File: src/rtl/lap_pkg.sv
package lap_pkg;

   typedef enum logic [1:0] {
      ACC_LOAD  = 2'd0,
      ACC_STORE = 2'd1,
      ACC_FETCH = 2'd2,
      ACC_RSVD  = 2'd3
   } acc_e;

   typedef enum logic [1:0] {
      SPC_PRIMARY   = 2'd0,
      SPC_ACCREG    = 2'd1,
      SPC_SECONDARY = 2'd2,
      SPC_HOME      = 2'd3
   } spc_e;

   // Bit positions inside the exception code word
   localparam int unsigned TEC_RD_BIT    = 11;
   localparam int unsigned TEC_WR_BIT    = 10;
   localparam int unsigned TEC_LAP_BIT   = 7;
   localparam int unsigned TEC_DAT_BIT   = 2;
   localparam int unsigned TEC_SPACE_MSB = 1;

   // Private-bit slot per space inside asce_private
   localparam int unsigned PRIV_PRIMARY   = 0;
   localparam int unsigned PRIV_SECONDARY = 1;
   localparam int unsigned PRIV_HOME      = 2;

endpackage

File: src/rtl/lap_window_check.sv
module lap_window_check #(
   parameter int ADDR_W      = 64,
   parameter int PAGE_BITS   = 12,
   parameter int LAP_BYTES   = 512,
   parameter int NUM_WINDOWS = 2
) (
   input  logic [ADDR_W-1:0] addr,
   output logic              byte_hit,
   output logic              page_hit
);
   localparam int PN_W = ADDR_W - PAGE_BITS;

   logic [PN_W-1:0]        pnum;
   logic [PAGE_BITS-1:0]   offs;
   logic [NUM_WINDOWS-1:0] pg_hit;
   logic [NUM_WINDOWS-1:0] by_hit;

   assign pnum = addr[ADDR_W-1:PAGE_BITS];
   assign offs = addr[PAGE_BITS-1:0];

   // Window k starts at the base of page k and spans LAP_BYTES bytes
   for (genvar k = 0; k < NUM_WINDOWS; k++) begin : g_win
      assign pg_hit[k] = (pnum == PN_W'(k));
      assign by_hit[k] = pg_hit[k] && (offs < PAGE_BITS'(LAP_BYTES));
   end

   assign page_hit = |pg_hit;
   assign byte_hit = |by_hit;

endmodule

File: src/rtl/lap_space_select.sv
module lap_space_select (
   input  logic       lap_enable,
   input  logic       dat_enable,
   input  logic [1:0] asc,
   input  logic [2:0] asce_private,
   output logic       lap_active,
   output logic       mode_err
);
   import lap_pkg::*;

   logic priv_sel;

   always_comb begin
      priv_sel = 1'b0;
      case (spc_e'(asc))
         SPC_PRIMARY:   priv_sel = asce_private[PRIV_PRIMARY];
         SPC_SECONDARY: priv_sel = asce_private[PRIV_SECONDARY];
         SPC_HOME:      priv_sel = asce_private[PRIV_HOME];
         default:       priv_sel = 1'b0;
      endcase
   end

   assign mode_err   = dat_enable && (spc_e'(asc) == SPC_ACCREG);
   assign lap_active = lap_enable && !mode_err && (!dat_enable || !priv_sel);

endmodule

File: src/rtl/lap_prefix_map.sv
module lap_prefix_map #(
   parameter int ADDR_W      = 64,
   parameter int PREFIX_SPAN = 32'h2000,
   parameter bit PREFIX_EN   = 1'b1
) (
   input  logic [ADDR_W-1:0] real_addr,
   input  logic [ADDR_W-1:0] prefix,
   output logic [ADDR_W-1:0] abs_addr
);
   if (PREFIX_EN) begin : g_map
      localparam logic [ADDR_W:0] SPAN = (ADDR_W+1)'(PREFIX_SPAN);

      logic [ADDR_W:0] r_ext;
      logic [ADDR_W:0] p_ext;
      logic [ADDR_W:0] p_end;
      logic            in_low;
      logic            in_pfx;

      // One extra bit keeps the prefix window end from wrapping
      assign r_ext  = {1'b0, real_addr};
      assign p_ext  = {1'b0, prefix};
      assign p_end  = p_ext + SPAN;
      assign in_low = r_ext < SPAN;
      assign in_pfx = (r_ext >= p_ext) && (r_ext < p_end);

      always_comb begin
         if (in_low)
            abs_addr = real_addr + prefix;
         else if (in_pfx)
            abs_addr = real_addr - prefix;
         else
            abs_addr = real_addr;
      end
   end else begin : g_pass
      assign abs_addr = real_addr;
   end

endmodule

File: src/rtl/lap_fault_arbiter.sv
module lap_fault_arbiter #(
   parameter int ADDR_W    = 64,
   parameter int PAGE_BITS = 12,
   parameter int CODE_W    = 8,
   parameter int PROT_CODE = 4
) (
   input  logic [ADDR_W-1:0] addr,
   input  logic [1:0]        acc,
   input  logic [1:0]        asc,
   input  logic              dat_enable,
   input  logic              lap_active,
   input  logic              mode_err,
   input  logic              byte_hit,
   input  logic              page_hit,
   input  logic              walk_fault,
   input  logic [CODE_W-1:0] walk_code,
   input  logic              walk_write_ok,
   input  logic              walk_exec_ok,
   input  logic [ADDR_W-1:0] mapped_abs,
   output logic              fault,
   output logic [CODE_W-1:0] code,
   output logic [ADDR_W-1:0] tec,
   output logic              wr_inv,
   output logic [ADDR_W-1:0] abs_addr
);
   import lap_pkg::*;

   logic              is_store;
   logic              is_fetch;
   logic [ADDR_W-1:0] tec_base;

   assign is_store = (acc_e'(acc) == ACC_STORE);
   assign is_fetch = (acc_e'(acc) == ACC_FETCH);

   always_comb begin
      tec_base = '0;
      tec_base[ADDR_W-1:PAGE_BITS]  = addr[ADDR_W-1:PAGE_BITS];
      tec_base[TEC_SPACE_MSB:0]     = asc;
      if (is_store) tec_base[TEC_WR_BIT] = 1'b1;
      else          tec_base[TEC_RD_BIT] = 1'b1;
   end

   // Fixed priority: window store, walker fault, write, execute
   always_comb begin
      tec      = tec_base;
      fault    = 1'b0;
      code     = '0;
      wr_inv   = lap_active && page_hit;
      abs_addr = mapped_abs;
      if (mode_err) begin
         wr_inv   = 1'b0;
         abs_addr = '0;
      end else if (lap_active && byte_hit && is_store) begin
         fault            = 1'b1;
         code             = CODE_W'(PROT_CODE);
         tec[TEC_LAP_BIT] = 1'b1;
         abs_addr         = '0;
      end else if (dat_enable && walk_fault) begin
         fault    = 1'b1;
         code     = walk_code;
         abs_addr = '0;
      end else if (dat_enable && is_store && !walk_write_ok) begin
         fault            = 1'b1;
         code             = CODE_W'(PROT_CODE);
         tec[TEC_DAT_BIT] = 1'b1;
         abs_addr         = '0;
      end else if (dat_enable && is_fetch && !walk_exec_ok) begin
         fault            = 1'b1;
         code             = CODE_W'(PROT_CODE);
         tec[TEC_LAP_BIT] = 1'b1;
         tec[TEC_DAT_BIT] = 1'b1;
         abs_addr         = '0;
      end
   end

endmodule

File: src/rtl/lap_prefix_unit.sv
module lap_prefix_unit #(
   parameter int ADDR_W      = 64,
   parameter int PAGE_BITS   = 12,
   parameter int LAP_BYTES   = 512,
   parameter int NUM_WINDOWS = 2,
   parameter int CODE_W      = 8,
   parameter int PROT_CODE   = 4,
   parameter int PREFIX_SPAN = 32'h2000,
   parameter bit PREFIX_EN   = 1'b1
) (
   input  logic              clk,
   input  logic              rst_n,
   input  logic              req_valid,
   input  logic [ADDR_W-1:0] req_addr,
   input  logic [1:0]        req_acc,
   input  logic [1:0]        req_asc,
   input  logic              lap_enable,
   input  logic              dat_enable,
   input  logic [2:0]        asce_private,
   input  logic              walk_fault,
   input  logic [CODE_W-1:0] walk_code,
   input  logic              walk_write_ok,
   input  logic              walk_exec_ok,
   input  logic [ADDR_W-1:0] walk_real,
   input  logic [ADDR_W-1:0] prefix,
   output logic              out_valid,
   output logic [ADDR_W-1:0] out_abs,
   output logic              out_fault,
   output logic [CODE_W-1:0] out_code,
   output logic [ADDR_W-1:0] out_tec,
   output logic              out_wr_inv,
   output logic              out_mode_err
);
   // Elaboration-time parameter checks
   if (PAGE_BITS < 12)
      $error("PAGE_BITS must leave room for the code-word flag bits");
   if (ADDR_W <= PAGE_BITS + 1)
      $error("ADDR_W too small for PAGE_BITS");
   if (LAP_BYTES < 1 || LAP_BYTES >= (1 << PAGE_BITS))
      $error("LAP_BYTES must be inside one page");
   if (NUM_WINDOWS < 1)
      $error("NUM_WINDOWS must be at least 1");
   if (CODE_W < 3 || PROT_CODE >= (1 << CODE_W))
      $error("CODE_W cannot hold PROT_CODE");

   logic              byte_hit;
   logic              page_hit;
   logic              lap_active;
   logic              mode_err;
   logic [ADDR_W-1:0] real_sel;
   logic [ADDR_W-1:0] real_page;
   logic [ADDR_W-1:0] mapped_abs;
   logic              c_fault;
   logic [CODE_W-1:0] c_code;
   logic [ADDR_W-1:0] c_tec;
   logic              c_wr_inv;
   logic [ADDR_W-1:0] c_abs;

   lap_window_check #(
      .ADDR_W(ADDR_W), .PAGE_BITS(PAGE_BITS),
      .LAP_BYTES(LAP_BYTES), .NUM_WINDOWS(NUM_WINDOWS)
   ) u_win (
      .addr(req_addr), .byte_hit(byte_hit), .page_hit(page_hit)
   );

   lap_space_select u_spc (
      .lap_enable(lap_enable), .dat_enable(dat_enable), .asc(req_asc),
      .asce_private(asce_private), .lap_active(lap_active), .mode_err(mode_err)
   );

   assign real_sel  = dat_enable ? walk_real : req_addr;
   assign real_page = {real_sel[ADDR_W-1:PAGE_BITS], {PAGE_BITS{1'b0}}};

   lap_prefix_map #(
      .ADDR_W(ADDR_W), .PREFIX_SPAN(PREFIX_SPAN), .PREFIX_EN(PREFIX_EN)
   ) u_map (
      .real_addr(real_page), .prefix(prefix), .abs_addr(mapped_abs)
   );

   lap_fault_arbiter #(
      .ADDR_W(ADDR_W), .PAGE_BITS(PAGE_BITS),
      .CODE_W(CODE_W), .PROT_CODE(PROT_CODE)
   ) u_arb (
      .addr(req_addr), .acc(req_acc), .asc(req_asc),
      .dat_enable(dat_enable), .lap_active(lap_active), .mode_err(mode_err),
      .byte_hit(byte_hit), .page_hit(page_hit),
      .walk_fault(walk_fault), .walk_code(walk_code),
      .walk_write_ok(walk_write_ok), .walk_exec_ok(walk_exec_ok),
      .mapped_abs(mapped_abs),
      .fault(c_fault), .code(c_code), .tec(c_tec),
      .wr_inv(c_wr_inv), .abs_addr(c_abs)
   );

   always_ff @(posedge clk or negedge rst_n) begin
      if (!rst_n) begin
         out_valid    <= 1'b0;
         out_abs      <= '0;
         out_fault    <= 1'b0;
         out_code     <= '0;
         out_tec      <= '0;
         out_wr_inv   <= 1'b0;
         out_mode_err <= 1'b0;
      end else begin
         out_valid <= req_valid;
         if (req_valid) begin
            out_abs      <= c_abs;
            out_fault    <= c_fault;
            out_code     <= c_code;
            out_tec      <= c_tec;
            out_wr_inv   <= c_wr_inv;
            out_mode_err <= mode_err;
         end
      end
   end

endmodule

File: config.mk
export PLATFORM = sky130hd
export DESIGN_NAME = lap_prefix_unit
export DESIGN_NICKNAME = d
export VERILOG_FILES = /design/src/rtl/lap_pkg.sv /design/src/rtl/lap_window_check.sv /design/src/rtl/lap_space_select.sv /design/src/rtl/lap_prefix_map.sv /design/src/rtl/lap_fault_arbiter.sv /design/src/rtl/lap_prefix_unit.sv
export SDC_FILE = /design/constraint.sdc
export NUM_CORES = 1
export LEC_CHECK = 0
export BUFFER_PORTS_ARGS = -buffer_cell sky130_fd_sc_hd__buf_2
export CAP_MARGIN = 0
export CORE_ASPECT_RATIO = 0.6
export CORE_MARGIN = 2
export CORE_UTILIZATION = 51
export CTS_CLUSTER_DIAMETER = 100
export DETAILED_ROUTE_END_ITERATION = 12
export PLACE_DENSITY = 0.8
export SETUP_SLACK_MARGIN = 0.4
export SLEW_MARGIN = 20
export SYNTH_ARGS = -nofsm -noshare
export SYNTH_HDL_FRONTEND = slang
export SYNTH_SLANG_ARGS = --single-unit
File: constraint.sdc
create_clock -name clk -period 0.8 [get_ports clk]
set_input_delay 0.12 -clock clk [delete_from_list [all_inputs] [get_ports clk]]
set_output_delay 0.12 -clock clk [all_outputs]
set_load 0.03 [all_outputs]
==> metrics.md, run 1 <==
| Metric | Value |
|---|---|
| Top_reg_cell synth | dfrtp_1 |
| Error | [ERROR GRT-0116] Global routing finished with congestion. Check the congestion regions in the DRC Viewer. |
| Port Buf Inserts | 327 |
| Root buffer cell | clkbuf_16 |
| Pin count of the biggest net entering global routing | 41 |
| Placer Congestion | 1.19 |
| DP HPWL | 71,700 µm |
| Yosys warns | 0 |
| Cells after Synth | 1,937 |
| Initial core utilization | 51.9% |
| Unique masters post-synth | 86 |
| Longest Clk Path Bufs | 2 |
| CTS H-tree depth | 4 |
| Post-synth EDFFs | 0 |
| IO Pins | 355 |
| Number of global-route vias before repair | 29,400 |
| Netlist Area Pre-Place | 0.0156 mm² |
| FP Rows | 49 |
| Gr ovfl total | 111 |
| Post-synth ARST share | 100% |
| Gr usage total | 80.5% |
| Placed cells | 3,361 |
| Syn Area/Cell | 8.05 µm² |
| Num CTS Buffers | 17 |
| Synthesized flop and latch total | 134 |
| First-pass GRT wire length | 194,000 µm |
| Register area share after synthesis | 21.5% |
| Fail Step | global routing |
| Horiz. Die Dim | 230 µm |
| Clock sink count | 134 |
| Die Height | 139 µm |
| Outcome | stopped before the end |
[cell families after synthesis]
| family | count (synthesis) | share of synthesized area [%] |
|---|---|---|
| xor+xnor | 98 | 5.50 |
| other cells | 1 | 0.0240 |
| fa+ha+maj | 156 | 12.6 |
| buf+inv | 243 | 6.19 |
| simple gates | 570 | 18.6 |
| flops | 134 | 21.5 |
| compound gates | 615 | 27.2 |
| mux | 120 | 8.46 |
[metal layers]
layer / GRT usage [%] / overflow
met5: 52.4 / 0
met4: 72.5 / 47
met1: 81.7 / 2
met2: 93.4 / 55
met3: 70.4 / 7
[cells in the mapped netlist (8+ instances only)]
master / number / area [µm²]
mux2i_1: 26 / 260
buf_1: 12 / 45.0
mux2_2: 94 / 1060
nor2_1: 148 / 556
or4_1: 12 / 90.1
a21oi_1: 167 / 836
a221oi_1: 15 / 131
nor4_1: 42 / 263
xor2_1: 18 / 158
a211o_1: 8 / 70.1
o2bb2ai_1: 37 / 324
dfrtp_1: 134 / 3350
buf_2: 16 / 80.1
o21a_1: 12 / 90.1
inv_1: 138 / 518
o211ai_1: 16 / 120
o221ai_1: 15 / 131
o21bai_1: 24 / 180
ha_1: 155 / 1940
nor3_1: 51 / 255
nand3_1: 48 / 240
a32o_1: 11 / 110
and3_1: 18 / 113
and4_1: 11 / 96.3
clkbuf_1: 68 / 255
a211oi_1: 27 / 203
o21ai_0: 102 / 510
and2_1: 9 / 56.3
o31ai_1: 25 / 188
nand2b_1: 25 / 156
a31oi_1: 17 / 106
nand2_1: 106 / 398
a22o_1: 15 / 131
a21o_1: 31 / 233
or3_1: 13 / 81.3
nor2b_1: 20 / 125
nand4_1: 41 / 257
xnor2_1: 80 / 701
[stage by stage]
step,area [µm²],setup slack [ps]
after floorplan,16500,-2990
after global placement,24100,-3760
after detailed placement,24100,-3920
after CTS,27000,-2990
[what timing repair did]
action,CTS
setup buffers,69
gates resized for setup,452
endpoints found under the setup margin,267
pin swaps,69
hold endpoints to repair,147
cloned,3
==> run 2: changes to the inputs <==
CORE_ASPECT_RATIO = not set   (was 0.6)
CORE_UTILIZATION = 40   (was 51)
CTS_CLUSTER_DIAMETER = not set   (was 100)
PLACE_DENSITY = not set   (was 0.8)
PLACE_DENSITY_LB_ADDON = 0.15   (was not set)
SETUP_SLACK_MARGIN = not set   (was 0.4)
clock period = 1.04 ns   (was 0.8 ns; I/O delays follow)
==> run 2 against run 1 <==
  * The flow now finishes, with violations (negative setup slack)
  * Synthesized area did not move
  * Synthesized cell count did not move
==> metrics.md, run 2 <==
| Metric | Value |
|---|---|
| Register area share after synthesis | 21.5% (unchanged) |
| Post-synth EDFFs | 0 (unchanged) |
| Final Max Slew Viols | 0 |
| DRC | 0 |
| Clk slew on worst S/H paths | 70 ps |
| Horiz. Die Dim | 201 µm (-12%) |
| Yosys warns | 0 (unchanged) |
| Reg2reg path depth | 4 |
| Gr ovfl total | 0 |
| 1st-iter DRT viols | 2,128 |
| Comb pwr share | 59.3% |
| Worst slew pin tran | 833 ps |
| Core Footprint | 0.0386 mm² |
| Longest Clk Path Bufs | 2 (unchanged) |
| Crit path max fanout | 12 |
| Average wire per standard cell | 25.9 µm |
| Fill count | 2,991 |
| Sw Ratio | 43.6% |
| Crit path time final | 4130 ps |
| Cells after Synth | 1,937 (unchanged) |
| Vias | 22,100 |
| Post-synth top cells | a21oi_1 (167), ha_1 (155), nor2_1 (148) |
| Max frequency | 0.242 GHz |
| Post-DRT Antenna Nets | 0 |
| CTS tree | yes |
| Clock Latency Late Sink | 460 ps |
| Critical path required time | 1390 ps |
| Netlist Area Pre-Place | 0.0156 mm² (unchanged) |
| Number of global-route vias before repair | 21,900 |
| Worst setup SP type | input pin |
| Fin worst setup slack | -3090 ps |
| Num CTS Buffers | 17 (unchanged) |
| Layout Nets | 3,496 |
| Final design utilization | 72.4% |
| Area contributors post-synth | dfrtp_1 (22%), ha_1 (12%), mux2_2 (6.8%), a21oi_1 (5.4%), xnor2_1 (4.5%) |
| PwrDens | 1190 mW/mm² |
| Clock Skew | 0 ps |
| Power Total | 33.2 mW |
| Syn Area/Cell | 8.05 µm² (unchanged) |
| Outcome | complete, but fails checks |
| FP Rows | 72 (+47%) |
| Post-place instance area | 0.0243 mm² (+0.62%) |
| Failing checks | negative setup slack |
| Clock sink count | 134 (unchanged) |
| Finished Cell Area | 0.0279 mm² |
| Post-synth ARST share | 100% (unchanged) |
| Psw | 14.5 mW |
| Most frequent cells in the layout | buf_4 (870), buf_6 (186), buf_2 (179) |
| Drt pass-1 iters | 6 |
| Period utilization | 397% |
| Largest area contributor in the synthesized netlist | dfrtp_1 |
| Leak | 13.5 nW |
| Root buffer cell | clkbuf_16 |
| Critical Path End Type | flop |
| Max-Cap Viols | 0 |
| Worst Path Arrival | 4480 ps |
| CTS H-tree depth | 4 (unchanged) |
| DP HPWL | 72,800 µm (+1.5%) |
| Worst slack at placement | -4020 ps (-106 ps) |
| First-pass GRT wire length | 135,000 µm |
| Crit Path Class | input pin to flop |
| Peak VDD IR | 1140 µV |
| Largest register FFs | 64 |
| TNS Setup | -207,680 ps |
| Port Buf Inserts | 327 (unchanged) |
| Vias/cell | 6.03 |
| Yosys top cell area share | 21.5% (unchanged) |
| Slew margin rel. | 43.8% |
| IO Pins | 355 (unchanged) |
| Synthesized flop and latch total | 134 (unchanged) |
| Reg power frac | 20.1% |
| Unique masters post-synth | 86 (unchanged) |
| Top_reg_cell synth | dfrtp_1 |
| Initial core utilization | 40.4% (-11 points) |
| Area Growth Syn to Fin | 79.0% |
| Die area | 0.0406 mm² |
| Initial antenna violation count | 3 |
| Final setup violation count | 212 |
| Top-count cell post-synth | a21oi_1 |
| Cell Int Power | 18.7 mW |
| Clock Power Share | 20.6% |
| Reg2reg setup slack | -180 ps |
| Share of layout cells above drive strength 1 | 51.3% |
| Commonest non-fill, non-tap cell in the layout | buf_4 |
| Final hold violations | 0 |
| Gr usage total | 44.0% |
| Total Wirelength | 94,800 µm |
| HP Class | input pin to flop |
| Pin count of the biggest net entering global routing | 66 |
| Placer Congestion | 1.08 (-8.8%) |
| Largest register by flop count | out_abs |
| Hold path depth | 3 |
| Largest registers | out_abs (64), out_tec (58), out_code (8) |
| RSZ-0062 raised after global routing | yes |
| Die Height | 201 µm (+44%) |
-- run 2: logic make-up after synthesis --
group	share of synthesized area [%]
AO/OA/AOI/OAI	27.2
multiplexers	8.46
XOR/XNOR	5.50
other	0.0240
AND/OR/NAND/NOR	18.6
adder cells (fa/ha/maj)	12.6
buffers and inverters	6.19
flip-flops	21.5
-- run 2: final cells by class --
cell class                 count  area, µm²  share of cell area, %
antenna                        1       2.50                0.00896
tap                          518        648                   2.32
inverter                     139        524                   1.88
multi-input combinational   1566      12700                   45.5
clock inverter                15        199                  0.713
timing repair buffer        1267      10000                   35.9
sequential                   134       3370                   12.1
clock buffer                  17        425                   1.52
-- run 2: stage by stage --
step | instances | hold slack [ps]
finish | 3657 | 33.8
global route | 3657 | 28.9
CTS | 3617 | 4.96
detailed placement | 3507 | 70.2
global placement | 3507 | 61.0
floorplan | 1942 | -140
-- run 2: worst max-delay path, cell delays in order --
cell      delay, ps
buf_8           160
mux2i_1         700
buf_4           260
inv_1            60
ha_1            280
buf_4           190
or4_1           560
a211oi_2        350
o21ba_4         290
a311oi_4        160
o32ai_2         260
buf_4           190
buf_4           120
o21bai_1         80
a211oi_1        240
a31oi_1         120
a32o_1          280
-- run 2: per-layer routing --
layer | global-route usage, % | vias up | routed length (µm)
met3 | 8.73 | 423 | 8900
met1 | 55.5 | 10600 | 36700
met2 | 69.7 | 1431 | 41800
met5 | 0 | - | 0
met4 | 26.1 | 0 | 7430
li1 | - | 9602 | -
-- run 2: final timing paths --
kind                               from     endpoint
max                          dat_enable  out_abs[55]
max in group asynchronous         rst_n  out_tec[46]
min                        req_addr[51]  out_tec[51]
max reg2reg                 out_tec[10]  out_tec[10]
min reg2reg                 out_abs[59]  out_abs[59]
min in group asynchronous         rst_n  out_tec[19]
-- run 2: timing repair --
action | in CTS | in global routing
pin swaps | 68 | 34
gates resized for setup | 437 | 88
gates cloned | 3 | 0
endpoints found under the setup margin | 211 | 210
hold buffers | 11 | 0
buffers inserted | 69 | 41
hold endpoints to repair | 144 | 0
-- run 2: power by group through the flow --
stage / clock network [mW] / logic [mW] / registers [mW]
detailed placement: 0 / 16.2 / 6.51
global placement: 0 / 16.1 / 6.52
floorplan: 0 / 6.70 / 7.60
CTS: 6.78 / 18.3 / 6.58
finish: 6.85 / 19.7 / 6.67
global route: 7.04 / 20.5 / 6.67
Note: power is estimated with default switching activity, not from simulation.
